**src/rtl/sbsram_pkg.sv**
```systemverilog
package sbsram_pkg;
  localparam int LANES  = 8;
  localparam int LANE_W = 8;
  localparam int WORD_W = LANES * LANE_W;
  localparam int CNT_W  = 2;

  typedef struct packed {
    logic             load;      // take addrIn as new burst base
    logic             advance;   // step the burst counter
    logic             deselect;  // drop selection
    logic             rdEn;      // schedule an output register load
    logic [LANES-1:0] wrMask;    // lanes to commit this edge
  } ctl_strb_t;
endpackage

```
**src/rtl/sbsram_ctrl.sv**
```systemverilog
module sbsram_ctrl
  import sbsram_pkg::*;
(
  input  logic             clk,
  input  logic             rstN,
  input  logic             ceN,
  input  logic             ce2N,
  input  logic             ce3N,
  input  logic             ce2,
  input  logic             ce3,
  input  logic             adspN,
  input  logic             adscN,
  input  logic             advN,
  input  logic             gwN,
  input  logic             bweN,
  input  logic [LANES-1:0] bwN,
  output ctl_strb_t        strb
);
  logic             selQ;
  logic             enAll;
  logic [LANES-1:0] laneReq;

  // all five enables must be active
  assign enAll = ~ceN & ~ce2N & ~ce3N & ce2 & ce3;

  // global write overrides, byte writes need bweN low
  always_comb begin
    if (!gwN)       laneReq = '1;
    else if (!bweN) laneReq = ~bwN;
    else            laneReq = '0;
  end

  always_comb begin
    strb = '0;
    if (!adspN && !ceN) begin
      // processor strobe is read only; R5: wins over adscN
      if (enAll) begin
        strb.load = 1'b1;
        strb.rdEn = 1'b1;
      end else begin
        strb.deselect = 1'b1;
      end
    end else if (!adscN) begin
      if (enAll) begin
        strb.load   = 1'b1;
        strb.wrMask = laneReq;
        strb.rdEn   = (laneReq == '0);
      end else begin
        strb.deselect = 1'b1;
      end
    end else if (!advN && selQ) begin
      strb.advance = 1'b1;
      strb.wrMask  = laneReq;
      strb.rdEn    = (laneReq == '0);
    end
    // otherwise nothing happens
  end

  always_ff @(posedge clk or negedge rstN) begin
    if (!rstN)              selQ <= 1'b0;
    else if (strb.load)     selQ <= 1'b1;
    else if (strb.deselect) selQ <= 1'b0;
  end
endmodule

```
**src/rtl/sbsram_burst.sv**
```systemverilog
module sbsram_burst
  import sbsram_pkg::*;
#(
  parameter int ADDR_W = 6
) (
  input  logic              clk,
  input  logic              rstN,
  input  logic              load,
  input  logic              advance,
  input  logic              modeLinear,
  input  logic [ADDR_W-1:0] addrIn,
  output logic [ADDR_W-1:0] curAddr,
  output logic [ADDR_W-1:0] nextAddr
);
  logic [ADDR_W-1:0] baseQ, curQ, stepAddr;
  logic [CNT_W-1:0]  cntQ, cntNext, lowBits;

  assign cntNext = cntQ + 1'b1;

  // linear adds the count, interleaved XORs it, upper bits fixed
  always_comb begin
    if (modeLinear) lowBits = baseQ[CNT_W-1:0] + cntNext;
    else            lowBits = baseQ[CNT_W-1:0] ^ cntNext;
    stepAddr = {baseQ[ADDR_W-1:CNT_W], lowBits};
  end

  always_comb begin
    if (load)         nextAddr = addrIn;
    else if (advance) nextAddr = stepAddr;
    else              nextAddr = curQ;   // hold
  end

  always_ff @(posedge clk or negedge rstN) begin
    if (!rstN) begin
      baseQ <= '0;
      cntQ  <= '0;
      curQ  <= '0;
    end else begin
      if (load) begin
        baseQ <= addrIn;
        cntQ  <= '0;
      end else if (advance) begin
        cntQ  <= cntNext;
      end
      curQ <= nextAddr;
    end
  end

  assign curAddr = curQ;
endmodule

```
**src/rtl/sbsram_datapath.sv**
```systemverilog
module sbsram_datapath
  import sbsram_pkg::*;
#(
  parameter int ADDR_W = 6
) (
  input  logic              clk,
  input  logic              rstN,
  input  ctl_strb_t         strb,
  input  logic [ADDR_W-1:0] curAddr,
  input  logic [ADDR_W-1:0] nextAddr,
  input  logic [WORD_W-1:0] dIn,
  input  logic              oeN,
  output logic [WORD_W-1:0] dOut,
  output logic              dValid
);
  localparam int DEPTH = 1 << ADDR_W;

  logic [LANES-1:0][LANE_W-1:0] rdLanes;
  logic [WORD_W-1:0]            outQ;
  logic                         pendQ, validQ;

  // one storage array per byte lane
  for (genvar g = 0; g < LANES; g++) begin : g_lane
    logic [LANE_W-1:0] laneMem [DEPTH];
    always_ff @(posedge clk) begin
      if (strb.wrMask[g]) laneMem[nextAddr] <= dIn[g*LANE_W +: LANE_W];
    end
    assign rdLanes[g] = laneMem[curAddr];
  end

  // address register then output register
  always_ff @(posedge clk or negedge rstN) begin
    if (!rstN) begin
      pendQ  <= 1'b0;
      validQ <= 1'b0;
      outQ   <= '0;
    end else begin
      pendQ  <= strb.rdEn;
      validQ <= pendQ;
      if (pendQ) outQ <= rdLanes;
    end
  end

  // asynchronous output gating
  assign dValid = validQ & ~oeN;
  assign dOut   = dValid ? outQ : '0;
endmodule

```
**src/rtl/sbsram_core.sv**
```systemverilog
module sbsram_core
  import sbsram_pkg::*;
#(
  parameter int ADDR_W = 6
) (
  input  logic              clk,
  input  logic              rstN,
  input  logic [ADDR_W-1:0] addrIn,
  input  logic              ceN,
  input  logic              ce2N,
  input  logic              ce3N,
  input  logic              ce2,
  input  logic              ce3,
  input  logic              adspN,
  input  logic              adscN,
  input  logic              advN,
  input  logic              gwN,
  input  logic              bweN,
  input  logic [7:0]        bwN,
  input  logic              modeLinear,
  input  logic [63:0]       dIn,
  input  logic              oeN,
  output logic [63:0]       dOut,
  output logic              dValid
);
  ctl_strb_t         ctlStrb;
  logic [ADDR_W-1:0] curAddr, nextAddr;

  sbsram_ctrl ctrl_i (
    .clk(clk), .rstN(rstN), .ceN(ceN), .ce2N(ce2N), .ce3N(ce3N),
    .ce2(ce2), .ce3(ce3), .adspN(adspN), .adscN(adscN), .advN(advN),
    .gwN(gwN), .bweN(bweN), .bwN(bwN), .strb(ctlStrb)
  );

  sbsram_burst #(.ADDR_W(ADDR_W)) burst_i (
    .clk(clk), .rstN(rstN), .load(ctlStrb.load), .advance(ctlStrb.advance),
    .modeLinear(modeLinear), .addrIn(addrIn), .curAddr(curAddr),
    .nextAddr(nextAddr)
  );

  sbsram_datapath #(.ADDR_W(ADDR_W)) dp_i (
    .clk(clk), .rstN(rstN), .strb(ctlStrb), .curAddr(curAddr),
    .nextAddr(nextAddr), .dIn(dIn), .oeN(oeN), .dOut(dOut), .dValid(dValid)
  );
endmodule

```
**config.mk**
```make
export PLATFORM = sky130hd
export DESIGN_NAME = sbsram_core
export DESIGN_NICKNAME = d
export VERILOG_FILES = /design/src/rtl/sbsram_pkg.sv /design/src/rtl/sbsram_ctrl.sv /design/src/rtl/sbsram_burst.sv /design/src/rtl/sbsram_datapath.sv /design/src/rtl/sbsram_core.sv
export SDC_FILE = /design/constraint.sdc
export NUM_CORES = 2
export LEC_CHECK = 0
export BUFFER_PORTS_ARGS = -buffer_cell sky130_fd_sc_hd__buf_2
export CAP_MARGIN = 10
export CORE_MARGIN = 1
export CORE_UTILIZATION = 47
export CTS_CLUSTER_DIAMETER = 120
export DETAILED_ROUTE_END_ITERATION = 12
export PLACE_DENSITY = 0.7
export RECOVER_POWER = 25
export SETUP_SLACK_MARGIN = 0.5
export SLEW_MARGIN = 20
export SYNTH_ARGS = -nofsm -noshare
export SYNTH_HDL_FRONTEND = slang
export SYNTH_SLANG_ARGS = --single-unit
```
**constraint.sdc**
```tcl
create_clock -name clk -period 6.3 [get_ports clk]
set_input_delay 0 -clock clk [delete_from_list [all_inputs] [get_ports clk]]
set_output_delay 0 -clock clk [all_outputs]
set_load 0.02 [all_outputs]
```
==> flow_summary_export.csv <==
group,metric,value,unit
detailed_routing,drt_iter0_markers,10200,
die,die_w,591,um
logic_synthesis,ys_warn_count,0,
placement,dp_hpwl,233000,um
detailed_routing,drc_errors,0,
global_route,grt_pass1_vias,84100,
die,start_util,47.4,%
worst_hold_path,hold_class,"in -> reg",
power_and_ir_drop,seqPwrFrac,46.4,%
global_route,grt_overflow,0,
clock_tree,cts_setup_buffers,0,
logic_synthesis,synth_top_area_share,75.6,%
power_and_ir_drop,p_leak,59.3,nW
setup_path,path_class,"in -> reg",
logic_synthesis,synth-seq-area-share,76.8,%
finish,nFillCells,26000,
run,cap_violations,54,
logic_synthesis,synth_area,0.163,mm^2
global_route,grt_usage,22.6,%
finish,syn2layout_area_growth,12.2,%
detailed_routing,routed_wl,401000,um
finish,num-nets-final,8853,
finish,final_common_cell,"edfxtp_1",
worst_hold_path,hold_start,"bweN",
placement,globalplace.congestion,0.853,
global_route,grt_pass1_wl,580000,um
clock_tree,path_clk_slew,0.06,ns
clock_tree,insertion_delay,0.92,ns
status,violations,"max-capacitance violations, max-slew violations",
placement,placed_cells,12800,
logic_synthesis,yosysUniqueCellTypes,55,
logic_synthesis,ys_seq_elements,4177,
logic_synthesis,avgSynthCellArea,19.2,um^2
detailed_routing,post_drt_wl_per_cell,29.4,um
sta,skew,0.0498,ns
clock_tree,post_cts_resized,0,
logic_synthesis,synthCells,8476,
die,rows,215,
power_and_ir_drop,p_total,66.4,mW
setup_path,end_kind,"register",
sta,grt_setup_unrepaired,"no",
setup_path,r2r-start,"burst_i.curAddr[2]",
power_and_ir_drop,max-vdd-ir-drop,0.346,mV
power_and_ir_drop,net-switching-power,17.8,mW
die,die-area,0.349,mm^2
logic_synthesis,synthesis.nets,8569,
clock_tree,clock_sinks,4177,
global_route,antenna_found_initial,12,
detailed_routing,viasPerCell,6.10,
clock_tree,cts_buffers,400,
sta,fin_tns_setup,0,ns
logic_synthesis,yosysTopAreaCell,"edfxtp_1",
finish,final_cell_mix,"edfxtp_1 (4096), mux2i_1 (1024), nor2_1 (612)",
clock_tree,h-tree-depth,5,
detailed_routing,ant_nets,0,
sta,drv_slew,3479,
sta,maxSlewHeadroom,-148,%
power_and_ir_drop,power_density,363,mW/mm^2
power_and_ir_drop,pwr-share-comb,17.8,%
sta,setup_viol,0,
finish,stdcell_count,13600,
setup_path,cp_max_fo,31,
placement,portBuffers,156,
power_and_ir_drop,p_sw_share,26.8,%
detailed_routing,vias,83200,
sta,fin_crit,4.97,ns
clock_tree,tritoncts,"built",
setup_path,rrSetupSlack,2.01,ns
setup_path,r2r_cells,7,
power_and_ir_drop,p_clk_share,35.8,%
power_and_ir_drop,p_int,48.6,mW
detailed_routing,dr.pass1.iters,8,
die,die_height,591,um
finish,final_layout_size_suffix_gt1_share,16.0,%
worst_hold_path,min_path_cells,4,
sta,clock.fmax,0.201,GHz
sta,hold_viol_final,0,
logic_synthesis,ys_top_cells_by_area,"edfxtp_1 (76%), mux4_2 (7.1%), mux2i_1 (6.3%)",
sta,max_slew.worst_pin.slew,3.72,ns
setup_path,arrival,5.50,ns
die,ios,157,
die,core_area,0.344,mm^2
clock_tree,cts.path.max_buffers,4,
global_route,grt_max_degree,151,
status,status,"finished with violations",
worst_hold_path,hold_end,"dp_i.pendQ",
clock_tree,root_buffer,"clkbuf_16",
setup_path,crit_required,6.83,ns
setup_path,start_kind,"input port",
sta,fin_crit_sh,78.8,%
setup_path,timing.rr.end,"dp_i.outQ[58]",
## what timing repair did
item,4_1_cts,5_1_grt
setup endpoints to repair,0,0
hold endpoints to repair,4142,0
hold buffers,104,0
## worst max-delay path by stage
stage | cells past startpoint | startpoint | endpoint
floorplan | 7 | ce2N | dp_i.g_lane[4].laneMem[43][0]
global placement | 8 | ceN | dp_i.g_lane[4].laneMem[61][5]
detailed placement | 8 | ceN | dp_i.g_lane[4].laneMem[58][4]
CTS | 11 | ce3N | dp_i.g_lane[3].laneMem[13][3]
global route | 11 | ce3N | dp_i.g_lane[6].laneMem[29][1]
finish | 11 | ce3N | dp_i.g_lane[3].laneMem[13][3]
## final cells by class
class	count	area, um^2	share of cell area, %
multi-input cells	3763	35800	19.6
flip-flops and latches	4177	125000	68.5
repair buffers	410	3150	1.73
inverters	8	37.5	0.0206
clock buffers	488	10500	5.76
clock inverters	235	2390	1.31
diodes	5	12.5	0.00685
well taps	4557	5700	3.12
## critical path: stages
cell and delay, ns:
dlygate4sd3_1 0.53, buf_2 0.12, or4b_4 0.54, dlygate4sd3_1 0.70
nor3_2 0.35, dlygate4sd3_1 0.66, nand2_1 0.27, nand4_1 0.23
buf_4 0.74, buf_4 0.87, nor2_1 0.42
## kinds of logic (layout without fill, tap and decap cells)
logic type,after synthesis,after routing,synth area share (%)
compound gates,932,932,4.26
xor+xnor,4,4,0.0300
fa+ha+maj,1,1,0.00768
buf+inv,536,1141,1.33
flops,4177,4177,76.8
mux,1536,1536,13.4
other cells,0,5,0
simple gates,1290,1290,4.19
## flip-flops by register name, indices dropped and copies added, names as in the netlist
signal and count:
burst_i.cntQ 2, dp_i.validQ 1, dp_i.pendQ 1, ctrl_i.selQ 1, burst_i.curAddr 6, dp_i.g_lane.laneMem 4096, burst_i.baseQ 6, dp_i.outQ 64
## layer usage
metal / track usage, % / vias to the layer above / part of all wire (%)
li1: - / 35100 / -
met5: 0 / - / 0.0032
met3: 3.92 / 717 / 9.0
met2: 36.9 / 4363 / 48
met1: 31.1 / 43000 / 39
met4: 7.41 / 2 / 3.4
## power by group through the flow
stage | clock network [mW] | registers (mW) | logic [mW]
after floorplan | 0 | 31.2 | 7.56
after global placement | 0 | 31.3 | 11.4
after detailed placement | 0 | 31.3 | 11.6
after CTS | 24.0 | 30.8 | 11.7
after global routing | 25.0 | 30.8 | 12.3
final | 23.8 | 30.8 | 11.8
## synthesized netlist by cell type (all sizes together)
library cell,count
nor2b,5
a21oi,72
a211o,4
o211a,1
or3,1
nand2b,67
a221oi,64
and2,67
xnor3,1
xor2,2
clkbuf,395
nand4b,2
ha,1
nor4,5
o21ai,70
inv,6
a31o,5
edfxtp,4096
dfrtp,81
clkinv,2
nor3,65
nand3,70
or4,1
a21o,1
o221ai,65
or2,2
o22ai,128
nand4bb,2
xnor2,1
mux4,512
a22oi,448
o211ai,2
nor2,650
or4b,2
nand2,217
a221o,64
o21a,8
mux2i,1024
buf,133
nand4,134
## metrics by stage
step | instance area (um^2) | utilization [%] | setup WS (ns) | hold slack [ns]
2_1_floorplan | 163000 | - | 3.51 | -0.296
3_3_place_gp | 169000 | 49.1 | 2.05 | 0.161
3_5_place_dp | 169000 | 49.1 | 1.97 | 0.168
4_1_cts | 183000 | 53.2 | 1.48 | 0.0307
5_1_grt | 183000 | 53.1 | 1.34 | 0.116
6_report | 183000 | 53.1 | 1.33 | 0.0771
Power figures use the tool's default switching activity.
